==> config.mk <==
export PLATFORM = sky130hd
export DESIGN_NAME = cascade_col_loader
export DESIGN_NICKNAME = d
export VERILOG_FILES = /design/src/rtl/col_loader_pkg.sv /design/src/rtl/col_loader_ctrl.sv /design/src/rtl/col_loader_dp.sv /design/src/rtl/cascade_col_loader.sv
export SDC_FILE = /design/constraint.sdc
export NUM_CORES = 1
export LEC_CHECK = 0
export CAP_MARGIN = 20
export CORE_AREA = 4 4 237 239
export CTS_CLUSTER_SIZE = 12
export DETAILED_ROUTE_END_ITERATION = 10
export DIE_AREA = 0 0 241 243
export GPL_TIMING_DRIVEN = 0
export SYNTH_ARGS = -nofsm -noshare
export SYNTH_HDL_FRONTEND = slang
export SYNTH_HIERARCHICAL = 1
export SYNTH_SLANG_ARGS = --single-unit
==> constraint.sdc <==
create_clock -name clk -period 2.76 [get_ports clk]
set_clock_uncertainty 0.2 [all_clocks]
set_input_delay 0.276 -clock clk [delete_from_list [all_inputs] [get_ports clk]]
set_output_delay 0.276 -clock clk [all_outputs]
set_load 0.02 [all_outputs]
==> src/rtl/col_loader_pkg.sv <==
package col_loader_pkg;

  // Strobes from the sequencer into the datapath.
  typedef struct packed {
    logic capNib;  // hold the low nibble of a byte being assembled
    logic wrByte;  // place the assembled byte into the staging latch
    logic xfer;    // copy staging latch into the line register
  } dpStrobe_t;

  typedef enum logic [1:0] {
    ST_WAIT = 2'd0,
    ST_LOAD = 2'd1,
    ST_FULL = 2'd2
  } loadState_t;

endpackage

==> src/rtl/col_loader_ctrl.sv <==
module col_loader_ctrl
  import col_loader_pkg::*;
#(
  parameter int GROUPS = 15,
  parameter int BPG    = 2,
  parameter int GRP_W  = 4,
  parameter int SUB_W  = 1
) (
  input  logic             clk,
  input  logic             rstN,
  input  logic             linePulse,
  input  logic             enIn,
  input  logic             shiftEn,
  input  logic             wideMode,
  output dpStrobe_t        strb,
  output logic [GRP_W-1:0] grpPtr,
  output logic [SUB_W-1:0] subPtr,
  output logic             enOut
);

  loadState_t state;
  logic       lpQ;
  logic       halfFull;
  logic       accept;
  logic       lastByte;
  logic       lastSub;

  always_comb begin
    accept      = (state == ST_LOAD) && shiftEn && !linePulse;
    strb.capNib = accept && !wideMode && !halfFull;
    strb.wrByte = accept && (wideMode || halfFull);
    strb.xfer   = lpQ && !linePulse;
    lastSub     = (subPtr == SUB_W'(BPG - 1));
    lastByte    = lastSub && (grpPtr == GRP_W'(GROUPS - 1));
  end

  always_ff @(posedge clk or negedge rstN) begin
    if (!rstN) begin
      state    <= ST_WAIT;
      lpQ      <= 1'b0;
      halfFull <= 1'b0;
      grpPtr   <= '0;
      subPtr   <= '0;
      enOut    <= 1'b0;
    end else begin
      lpQ <= linePulse;
      if (linePulse) begin
        state    <= ST_WAIT;
        halfFull <= 1'b0;
        grpPtr   <= '0;
        subPtr   <= '0;
        enOut    <= 1'b0;
      end else begin
        unique case (state)
          ST_WAIT: if (enIn) state <= ST_LOAD;
          ST_LOAD: begin
            if (strb.capNib) halfFull <= 1'b1;
            if (strb.wrByte) begin
              halfFull <= 1'b0;
              if (lastByte) begin
                state <= ST_FULL;
                enOut <= 1'b1;
              end else if (lastSub) begin
                subPtr <= '0;
                grpPtr <= grpPtr + 1'b1;
              end else begin
                subPtr <= subPtr + 1'b1;
              end
            end
          end
          ST_FULL: state <= ST_FULL;
          default: state <= ST_WAIT;
        endcase
      end
    end
  end

endmodule

==> src/rtl/col_loader_dp.sv <==
module col_loader_dp
  import col_loader_pkg::*;
#(
  parameter int LATCH_BITS = 240,
  parameter int BUS_W      = 8,
  parameter int BPG        = 2,
  parameter int GROUPS     = 15,
  parameter int GRP_W      = 4,
  parameter int SUB_W      = 1
) (
  input  logic                  clk,
  input  logic                  rstN,
  input  dpStrobe_t             strb,
  input  logic [GRP_W-1:0]      grpPtr,
  input  logic [SUB_W-1:0]      subPtr,
  input  logic                  dirRev,
  input  logic                  wideMode,
  input  logic [BUS_W-1:0]      dataIn,
  output logic [LATCH_BITS-1:0] lineData
);

  localparam int NIB_W = BUS_W / 2;
  localparam int SLOTS = GROUPS * BPG;

  logic [NIB_W-1:0]      nibLo;
  logic [BUS_W-1:0]      busByte;
  logic [GRP_W-1:0]      dirGrp;
  logic [SUB_W-1:0]      dirSub;
  logic [GROUPS-1:0]     grpOneHot;
  logic [BPG-1:0]        subOneHot;
  logic [LATCH_BITS-1:0] stageLatch;

  always_comb begin
    busByte = wideMode ? dataIn : {dataIn[NIB_W-1:0], nibLo};
    dirGrp  = dirRev ? (GRP_W'(GROUPS - 1) - grpPtr) : grpPtr;
    dirSub  = dirRev ? (SUB_W'(BPG - 1) - subPtr) : subPtr;
  end

  for (genvar g = 0; g < GROUPS; g++) begin : g_grpSel
    assign grpOneHot[g] = (dirGrp == GRP_W'(g));
  end
  for (genvar s = 0; s < BPG; s++) begin : g_subSel
    assign subOneHot[s] = (dirSub == SUB_W'(s));
  end

  always_ff @(posedge clk or negedge rstN) begin
    if (!rstN) nibLo <= '0;
    else if (strb.capNib) nibLo <= dataIn[NIB_W-1:0];
  end

  always_ff @(posedge clk or negedge rstN) begin
    if (!rstN) begin
      stageLatch <= '0;
    end else if (strb.wrByte) begin
      for (int i = 0; i < SLOTS; i++) begin
        if (grpOneHot[i / BPG] && subOneHot[i % BPG])
          stageLatch[i*BUS_W +: BUS_W] <= busByte;
      end
    end
  end

  always_ff @(posedge clk or negedge rstN) begin
    if (!rstN) lineData <= '0;
    else if (strb.xfer) lineData <= stageLatch;
  end

endmodule

==> src/rtl/cascade_col_loader.sv <==
module cascade_col_loader
  import col_loader_pkg::*;
#(
  parameter int LATCH_BITS = 240,
  parameter int BUS_W      = 8,
  parameter int GROUP_BITS = 16
) (
  input  logic                  clk,
  input  logic                  rstN,
  input  logic                  wideMode,
  input  logic                  dirRev,
  input  logic                  enIn,
  input  logic                  linePulse,
  input  logic                  shiftEn,
  input  logic [BUS_W-1:0]      dataIn,
  output logic                  enOut,
  output logic [LATCH_BITS-1:0] lineData
);

  localparam int BPG    = GROUP_BITS / BUS_W;
  localparam int GROUPS = LATCH_BITS / GROUP_BITS;
  localparam int GRP_W  = (GROUPS > 1) ? $clog2(GROUPS) : 1;
  localparam int SUB_W  = (BPG > 1) ? $clog2(BPG) : 1;

  dpStrobe_t        ctl;
  logic [GRP_W-1:0] grpPtr;
  logic [SUB_W-1:0] subPtr;

  col_loader_ctrl #(
    .GROUPS(GROUPS), .BPG(BPG), .GRP_W(GRP_W), .SUB_W(SUB_W)
  ) u_ctrl (
    .clk(clk), .rstN(rstN), .linePulse(linePulse), .enIn(enIn),
    .shiftEn(shiftEn), .wideMode(wideMode), .strb(ctl),
    .grpPtr(grpPtr), .subPtr(subPtr), .enOut(enOut)
  );

  col_loader_dp #(
    .LATCH_BITS(LATCH_BITS), .BUS_W(BUS_W), .BPG(BPG), .GROUPS(GROUPS),
    .GRP_W(GRP_W), .SUB_W(SUB_W)
  ) u_dp (
    .clk(clk), .rstN(rstN), .strb(ctl), .grpPtr(grpPtr), .subPtr(subPtr),
    .dirRev(dirRev), .wideMode(wideMode), .dataIn(dataIn),
    .lineData(lineData)
  );

endmodule

==> impl_results.md, run 1 <==
* Status: finished, final reports clean
* Slew margin rel. at a little under a third
* Global-route wire length before repair at roughly 74,000 um
* Iteration-0 DRC Markers at approximately 460
* Layout cells sized above 1 at between 40% and 50%
* VDD IR max at approximately 0.00045 V
* DP Cell Count at around 2,100
* Initial cell density of the core at 35.7%
* Seq/Total Area, Yosys at about 64%
* Cells after Synth at roughly 1,200
* Post-synthesis simple-gate area fraction at 3.04%
* Grt ovf at 0
* Cell Count, Final, Fillers Out at between 2,000 and 2,500
* Max FO, Critical Path at 10
* Met3 wire length at around 2400 um
* Crit start category: input pin
* Die Footprint at between 50,000 and 60,000 um2
* DR pass1 iterations at 4
* DRT antenna net count at 0
* Die width at 241 um
* Clock sink count at a little under 500
* # setup viols final at 0
* Compound-Gate Fraction of Synth Area at 0.808%
* Topmost layer with routed signal wires: met5
* Max Fclk at 377 MHz
* Cell Area, Placed at 22,800 um2
* Clk pin slew, worst setup/hold paths at 0.06 ns
* Setup ws final at about 0.11 ns
* RSZ-0062 raised after global routing: yes
* Worst slack, placed at -0.852 ns
* WP data arrival at around 2.9 ns
* Worst-Skew Late Latency at between 0.5 and 0.6 ns
* Total Wirelength at approximately 48,000 um
* YS warnings at 6
* FP Rows at 85
* Xor/xnor cell area share of the yosys netlist at less than 1%
* Clock root buffer: clkbuf_16
* Pin count of the biggest net entering global routing at roughly 130
* Largest family of logic cells by synthesized area: multiplexers
* Slew Limit Fails at 0
* Post-synth EDFFs at 0
* Core ar. at about 54,000 um2
* Final hold vios at 0
* CP most frequent cell: clkbuf_1
* HPWL after DPL at between 30,000 and 40,000 um
* Synth async-reset ratio at 100%
* Most frequent cells in the layout: 492 x dfrtp_1, 468 x mux2_2, 254 x clkdlybuf4s50_1, 57 x clkbuf_16, 46 x clkbuf_1
* Lkg Pwr at approximately 12 nW
* CTS tree: yes
* Adder-Cell Fraction of Synth Area at less than 1%
* Post-synthesis mux area share at between 20 and 30%
* CTS Buf Count at between 50 and 60
* CP Cell Sequence: clkdlybuf4s50_1 > clkbuf_1 > nor2b_1 > clkbuf_1 > clkbuf_2 > clkbuf_1 > mux2_2
* Reg2reg end: u_dp/stageLatch[140]$_DFFE_PN0P_
* Layout Utilization at 46.2%
* Crit path max-delay cell type: clkdlybuf4s50_1
* Initial antenna violation count at 8
* Worst hold margin at between 0.015 and 0.02 ns
* Syn avg cell area at approximately 16 um2
* Via density at ~4.8
* Port bufs at 255
* Vias in the first global route at 11,829
* Critical Setup Path Class: input pin to flop
* R2R setup slack at between 0.1 and 0.15 ns
* Final worst path period need at 2.65 ns
* GRT Total Usage at between 10% and 20%
* Top FF cell, synth: dfrtp_1
* Final Cycle Share at 96.1%
* R2R cell count at 9
* Final instance area at 24,900 um2
* Min-delay worst type: input pin to async pin
* Post-synth cell types at between 40 and 50
* Total power at 17.0 mW
* I/O pins at about 260
* Area Overhead vs Synth at 29.4%
* Setup TNS at 0 ns
* Reg-to-reg startpoint: u_ctrl/state[1]$_DFFE_PN0P_
* Routed length on met1 at roughly 22,000 um
* Syn nets at about 1,200
* WL met2 at between 20,000 and 25,000 um
* Nets at between 1,500 and 2,000
* Die Span Y at between 200 and 250 um
* PD cells at roughly 690 nW/um2
* Worst-case clock buffer depth at 3
* DRC at 0
* Commonest non-fill, non-tap cell in the layout: dfrtp_1
* Syn Std Cell Area at 19,200 um2
* H-Tree Depth at 2
* Gpl congestion at 0.723
* Worst Tran Pin Value at between 1 and 1.5 ns
* DR vias at between 10,000 and 15,000
* CP max stage delay at between 0.5 and 0.6 ns
* WP data required at 3.02 ns
* Endpoint type of the worst setup path: flop
* Filler instances at ~4,800
* Number of synthesized register bits at approximately 490
* MaxCap Viol Count at 0
* Avg WL per Cell at around 21 um
## worst max-delay path: cells and delay by family
family	cells	cell delay, ns
buf+inv	5	2.06
simple gates	1	0.15
mux	1	0.40
## repair_timing
action,CTS,global route
setup endpoints to repair,427,357
resized for setup,16,38
hold endpoints to repair,284,0
setup buffers,5,5
hold buffers,1,0
pin swaps,7,5
## cell families after synthesis
family                   Yosys count
XOR/XNOR                           2
flip-flops                       494
adder cells (fa/ha/maj)            8
multiplexers                     497
AND/OR/NAND/NOR                   85
AO/OA/AOI/OAI                     18
buffers and inverters             71
## sequential cells by signal (all words and copies together), names as in the netlist
signal           flops
u_ctrl/state         2
u_ctrl/halfFull      1
u_ctrl/lpQ           1
u_ctrl/enOut         1
u_dp/lineData      240
u_dp/stageLatch    240
u_ctrl/grpPtr        4
u_ctrl/subPtr        1
u_dp/nibLo           4
## power by group
part,switching (mW),leakage (nW),internal (mW)
registers,0.202,6.86,7.64
clock network,2.82,0.871,4.41
logic,1.16,4.32,0.798
total,4.18,12.1,12.9
## metal layers
metal  global-route usage (%)  up-vias
met3                     3.88       73
met4                     4.56        8
met1                     22.6     5578
li1                         -     4816
met5                        0        -
met2                     26.2      207
## cell type report
type / count / area, um2 / share of cell area, %
timing repair buffer: 270 / 2880 / 11.6
inverter: 7 / 26.3 / 0.106
antenna: 4 / 10.0 / 0.0403
clock inverter: 16 / 219 / 0.881
tap: 696 / 871 / 3.50
sequential: 494 / 12400 / 49.7
buffer: 63 / 308 / 1.24
clock buffer: 80 / 1580 / 6.37
multi-input combinational: 610 / 6600 / 26.5
## how the worst max path moves through the flow
stage | slack (ns) | from | cells past startpoint | end
4_1_cts | 0.006 | u_ctrl/grpPtr[1]$_DFFE_PN0P_ | 6 | u_dp/stageLatch[88]$_DFFE_PN0P_
3_3_place_gp | -20.28 | rstN | 1 | u_dp/lineData[90]$_DFFE_PN0P_
3_5_place_dp | -0.85 | linePulse | 7 | u_dp/lineData[236]$_DFFE_PN0P_
6_report | 0.11 | linePulse | 7 | u_dp/lineData[100]$_DFFE_PN0P_
2_1_floorplan | 0.26 | u_ctrl/state[1]$_DFFE_PN0P_ | 9 | u_dp/stageLatch[72]$_DFFE_PN0P_
5_1_grt | -0.05 | linePulse | 7 | u_dp/lineData[107]$_DFFE_PN0P_
## synth_stat cells, types with 2 or more instances
cell | number | area share, %
xnor2_1 | 2 | 0.091
nand2_2 | 19 | 0.62
mux2_4 | 24 | 1.9
dfrtp_1 | 494 | 64
nand2_1 | 6 | 0.12
buf_6 | 5 | 0.29
nor2b_1 | 6 | 0.20
and2_1 | 4 | 0.13
clkbuf_1 | 51 | 1.0
ha_1 | 8 | 0.52
nor3_1 | 3 | 0.078
buf_4 | 2 | 0.078
buf_1 | 4 | 0.078
nand3_1 | 4 | 0.10
buf_2 | 2 | 0.052
nor3_4 | 6 | 0.51
a221o_1 | 2 | 0.10
mux2_2 | 468 | 27
inv_1 | 6 | 0.12
nor2_2 | 2 | 0.065
a31o_2 | 2 | 0.091
nor2_1 | 14 | 0.27
o21ai_0 | 2 | 0.052
nand2b_1 | 11 | 0.36
mux2i_1 | 5 | 0.26
Power figures use the tool's default switching activity.
==> run 2, diff against run 1 <==
--- a/config.mk
+++ b/config.mk
@@ -11,6 +11,8 @@
 export DETAILED_ROUTE_END_ITERATION = 10
 export DIE_AREA = 0 0 241 243
 export GPL_TIMING_DRIVEN = 0
+export RECOVER_POWER = 50
+export SETUP_SLACK_MARGIN = 0.4
 export SYNTH_ARGS = -nofsm -noshare
 export SYNTH_HDL_FRONTEND = slang
 export SYNTH_HIERARCHICAL = 1
==> impl_results.md, run 2 (synthesis results as in run 1) <==
* Status: finished, final reports clean
* HPWL after DPL at 31,800 um
* Area Overhead vs Synth at 30.5%
* Crit start category: flop
* Worst-Skew Late Latency at just under 0.6 ns
* GRT Total Usage at 16.5%
* Lkg Pwr at 13.0 nW
* Endpoint type of the worst setup path: flop
* VDD IR max at roughly 0.00057 V
* Worst Tran Pin Value at approximately 0.95 ns
* Critical Setup Path Class: flop to flop
* Nets at 1,543
* # setup viols final at 0
* Min-delay worst type: input pin to async pin
* Critical path's top delay family: flip-flops
* Clock sink count at 494
* Pin count of the biggest net entering global routing at roughly 130
* Worst path buffer plus inverter count at 3
* Max Fclk at ~400 MHz
* CP most frequent cell: buf_12
* DRT antenna net count at 0
* Top Registers: u_dp/lineData x240, u_dp/stageLatch x240
* MaxCap Viol Count at 0
* Iteration-0 DRC Markers at roughly 480
* Max FO, Critical Path at 8
* Global-route wire length before repair at 74,000 um
* Layout cells sized above 1 at a little under half
* WP data arrival at 2.71 ns
* Reg-to-reg startpoint: u_ctrl/grpPtr[0]$_DFFE_PN0P_
* # diodes at 0
* R2R setup slack at roughly 0.32 ns
* Avg WL per Cell at between 20 and 25 um
* Clk pin slew, worst setup/hold paths at approximately 0.06 ns
* Commonest non-fill, non-tap cell in the layout: dfrtp_1
* Most frequent cells in the layout: 492 x dfrtp_1, 467 x mux2_2, 209 x dlygate4sd3_1, 53 x clkbuf_16, 46 x clkdlybuf4s50_1
* DR vias at approximately 11,000
* Via density at about 4.8
* Slew Limit Fails at 0
* Initial antenna violation count at 2
* Total Wirelength at 48,400 um
* Initial cell density of the core at 35.7%
* Reg2reg end: u_dp/stageLatch[66]$_DFFE_PN0P_
* Critical path destination: u_dp/stageLatch[66]$_DFFE_PN0P_
* Die width at ~240 um
* WP data required at around 3 ns
* Final Cycle Share at approximately nine tenths
* Worst setup startpoint: u_ctrl/grpPtr[0]$_DFFE_PN0P_
* Worst hold margin at about 0.034 ns
* CP max stage delay at 0.50 ns
* Core ar. at 53,800 um2
* Port bufs at around 260
* FP Rows at 85
* Die Span Y at about 240 um
* PD cells at 667 nW/um2
* RSZ-0062 raised after global routing: yes
* Grt ovf at 0
* Die Footprint at 58,600 um2
* R2R cell count at 9
* H-Tree Depth at 2
* DR pass1 iterations at 4
* CP Depth at 9
* CTS tree: yes
* Gpl congestion at 0.738
* DRC at 0
* CP Cell Sequence: ha_4 > a21boi_4 > a21o_1 > a22oi_4 > buf_12 > buf_12 > nor3_4 > buf_12 > mux2_2
* Clock root buffer: clkbuf_16
* Slew margin rel. at ~37%
* CTS Buf Count at between 50 and 60
* Filler instances at 4,677
* Vias in the first global route at 11,737
* Final worst path period need at 2.44 ns
* Crit path max-delay cell type: dfrtp_1
* I/O pins at between 200 and 300
* Total power at around 17 mW
* Final hold vios at 0
* Worst-case clock buffer depth at 3
run 2: cell count changes in the layout (fill, tap and decap cells not counted), sizes merged:
cell,change
clkinvlp,-2
buf,+19
clkbuf,-5
bufinv,-1
dlygate4sd3,+208
diode,-4
clkdlybuf4s50,-208
clkinv,+2
inv,+2
run 2: repair_timing:
| item | in CTS | in global routing |
|---|---|---|
| endpoints found under the setup margin | 440 | 209 |
| hold buffers | 1 | 0 |
| hold endpoints to repair | 260 | 0 |
| pin swaps | 11 | 9 |
| setup buffers | 22 | 8 |
| gates resized for setup | 59 | 34 |
run 2: final cells by class:
class                      count  area (um2)  area share (%)
inverter                       7        26.3           0.105
clock inverter                17         198           0.789
clock buffer                  73        1490            5.95
timing repair buffer         290        3040            12.1
buffer                        64         362            1.44
multi-input combinational    610        6720            26.8
sequential                   494       12400            49.3
tap                          696         871            3.47
run 2: worst min path at each step:
stage                                           startpoint                             end  slack [ns]  depth (start not counted)
after floorplan                                       rstN        u_ctrl/enOut$_DFFE_PN0P_       -0.22                          0
after global placement    u_dp/stageLatch[212]$_DFFE_PN0P_  u_dp/lineData[212]$_DFFE_PN0P_        0.28                          1
after detailed placement                              rstN  u_dp/lineData[226]$_DFFE_PN0P_        0.04                          1
after CTS                                             rstN  u_dp/lineData[226]$_DFFE_PN0P_        0.01                          2
after global routing                                  rstN  u_dp/lineData[228]$_DFFE_PN0P_        0.04                          2
final                                                 rstN  u_dp/lineData[226]$_DFFE_PN0P_        0.03                          2
run 2: layer usage:
metal / vias to the layer above / wire, um / GRT usage, %
met5: - / 26 / 0
met4: 4 / 934 / 3.92
met3: 68 / 2600 / 4.12
met2: 225 / 22600 / 26.0
met1: 5739 / 22300 / 23.3
li1: 4849 / - / -
run 2: through the flow:
| stage | std cells | cell area, um2 | setup TNS (ns) | util (%) | setup slack (ns) |
|---|---|---|---|---|---|
| floorplan | 1175 | 19200 | 0 | - | 0.424 |
| global placement | 2126 | 22700 | - | 42.1 | -21.97 |
| detailed placement | 2130 | 22800 | -238.40 | 42.3 | -1.01 |
| CTS | 2243 | 24900 | 0 | 46.3 | 0.327 |
| global route | 2251 | 25100 | 0 | 46.6 | 0.208 |
| finish | 2251 | 25100 | 0 | 46.6 | 0.317 |
run 2: power by group:
group          switching, mW  total [mW]  internal [mW]
combinational           1.18        1.95          0.766
sequential             0.194        7.83           7.64
clock                   2.83        6.95           4.12
==> run 3, diff against run 2 <==
--- a/config.mk
+++ b/config.mk
@@ -7,6 +7,7 @@
 export LEC_CHECK = 0
 export CAP_MARGIN = 20
 export CORE_AREA = 4 4 237 239
+export CTS_BUF_LIST = sky130_fd_sc_hd__clkbuf_8
 export CTS_CLUSTER_SIZE = 12
 export DETAILED_ROUTE_END_ITERATION = 10
 export DIE_AREA = 0 0 241 243
==> constraint.sdc (replaced) <==
create_clock -name clk -period 2.5 [get_ports clk]
set_clock_uncertainty 0.2 [all_clocks]
set_input_delay 0.25 -clock clk [delete_from_list [all_inputs] [get_ports clk]]
set_output_delay 0.25 -clock clk [all_outputs]
set_load 0.02 [all_outputs]
==> impl_results.md, run 3 (synthesis results as in run 1) <==
* Lkg Pwr at ~13 nW
* Port bufs at between 200 and 300
* Clock sink count at between 400 and 500
* CTS tree: yes
* Pin count of the biggest net entering global routing at ~130
* Top Registers: u_dp/lineData x240, u_dp/stageLatch x240
* Nets at 1,591
* Final hold vios at between 50 and 60
* RSZ-0062 raised after global routing: yes
* Post-cts hold buffer count at 3
* DRT antenna net count at 0
* Clk pin slew, worst setup/hold paths at approximately 0.060 ns
* DR pass1 iterations at 4
* Total Wirelength at roughly 51,000 um
* Failing checks: hold timing
* MaxCap Viol Count at 0
* Clock root buffer: clkbuf_8
* Slew Limit Fails at 0
* Die Span Y at 243 um
* Critical Setup Path Class: flop to flop
* Initial antenna violation count at 3
* Avg WL per Cell at about 22 um
* Global-route wire length before repair at 76,600 um
* VDD IR max at about 0.00033 V
* # setup viols final at 0
* Worst Tran Pin Value at roughly 1.0 ns
* Layout Utilization at between 40% and 50%
* Slew margin rel. at between 30% and 40%
* DRC at 0
* WP data required at about 2.8 ns
* FP Rows at 85
* Setup ws final at 0.182 ns
* Status: complete, but fails checks
* Worst-Skew Late Latency at between 0.6 and 0.7 ns
* DR vias at 11,233
* Crit start category: flop
* Grt ovf at 0
* I/O pins at 256
* WP data arrival at about 2.7 ns
* DP Cell Count at roughly 2,100
* Most frequent cells in the layout: 491 x dfrtp_1, 300 x mux2_2, 249 x clkbuf_1, 192 x mux2_4, 110 x clkbuf_8
* Via density at between 4 and 5
* Max FO, Critical Path at 9
* H-Tree Depth at 3
* Max Fclk at about 430 MHz
* Worst slack, placed at -1.18 ns
* Die width at around 240 um
* Final Cycle Share at 92.7%
* Gpl congestion at approximately 0.74
* CTS Buf Count at 86
* Min-delay worst type: input pin to async pin
* Area Overhead vs Synth at 29.7%
* Cell Count, Final, Fillers Out at about 2,300
* Iteration-0 DRC Markers at 450
* Worst-case clock buffer depth at 3
* Die Footprint at 58,600 um2
* Initial cell density of the core at 35.7%
* Endpoint type of the worst setup path: flop
* GRT Total Usage at between 10% and 20%
* Commonest non-fill, non-tap cell in the layout: dfrtp_1
* Vias in the first global route at roughly 12,000
* Worst hold margin at -0.102 ns
* Core ar. at approximately 54,000 um2
* PD cells at approximately 730 nW/um2
* HPWL after DPL at roughly 32,000 um
* Final worst path period need at around 2.3 ns
* Layout cells sized above 1 at approximately 47%
-- run 3: cell count changes in the layout (fill, tap and decap cells not counted), sizes merged --
cell / delta
buf: +15
bufinv: -2
clkbuf: +255
clkdlybuf4s50: -27
clkinv: -3
clkinvlp: -1
diode: +1
dlygate4sd2: +13
dlygate4sd3: -205
inv: +36
-- run 3: final timing paths --
kind                            cells after the start                          endpoint                            from  slack [ns]
worst max-delay path                                8  u_dp/stageLatch[207]$_DFFE_PN0P_    u_ctrl/grpPtr[2]$_DFFE_PN0P_        0.18
worst min-delay path                                2   u_dp/stageLatch[84]$_DFFE_PN0P_                            rstN       -0.10
worst max register to register                      8  u_dp/stageLatch[207]$_DFFE_PN0P_    u_ctrl/grpPtr[2]$_DFFE_PN0P_        0.18
worst min register to register                      1      u_dp/lineData[5]$_DFFE_PN0P_  u_dp/stageLatch[5]$_DFFE_PN0P_        0.28
max in group asynchronous                           4    u_dp/stageLatch[2]$_DFFE_PN0P_                            rstN        0.54
min in group clk                                    2         u_dp/nibLo[3]$_DFFE_PN0P_                       dataIn[3]        0.07
-- run 3: critical path, cell delays in order, from the launching register on --
cell,delay (ns)
dfrtp_1,0.37
buf_2,0.19
nor2b_1,0.19
a31o_2,0.28
a31o_4,0.22
buf_12,0.16
nand2b_4,0.09
buf_12,0.13
mux2_2,0.33
-- run 3: repair_timing --
action	CTS	global route
buffers inserted	35	8
endpoints found under the setup margin	677	580
pin swaps	19	17
endpoints found under the hold margin	290	51
gates resized for setup	151	329
-- run 3: layout make-up --
cell class	count	area [um2]
Antenna cell	1	2.50
Buffer	64	422
Clock buffer	109	1500
Clock inverter	47	253
Fill cell	4951	28900
Inverter	7	26.3
Multi-Input combinational cell	610	7610
Sequential cell	494	12400
Tap cell	696	871
Timing Repair Buffer	305	1870
-- run 3: where the power goes --
part | total, mW | switching, mW | internal, mW
clock network | 7.36 | 3.25 | 4.12
registers | 8.68 | 0.241 | 8.44
logic | 2.17 | 1.36 | 0.809
total | 18.2 | 4.85 | 13.4
-- run 3: through the flow --
stage / cell area, um2 / total power [mW] / setup TNS [ns]
3_3_place_gp: 23000 / 11.1 / -
4_1_cts: 25900 / 18.7 / 0
5_1_grt: 24900 / 19.1 / 0
3_5_place_dp: 23100 / 11.1 / -290.47
2_1_floorplan: 19600 / 9.94 / 0
6_report: 24900 / 18.2 / 0
-- run 3: per-layer routing --
layer | track usage [%] | vias to the layer above | part of all wire [%]
met5 | 0 | - | 0.053
met4 | 5.25 | 4 | 1.8
met3 | 5.35 | 66 | 6.5
met2 | 27.4 | 277 | 47
met1 | 22.5 | 5935 | 44
li1 | - | 4951 | -
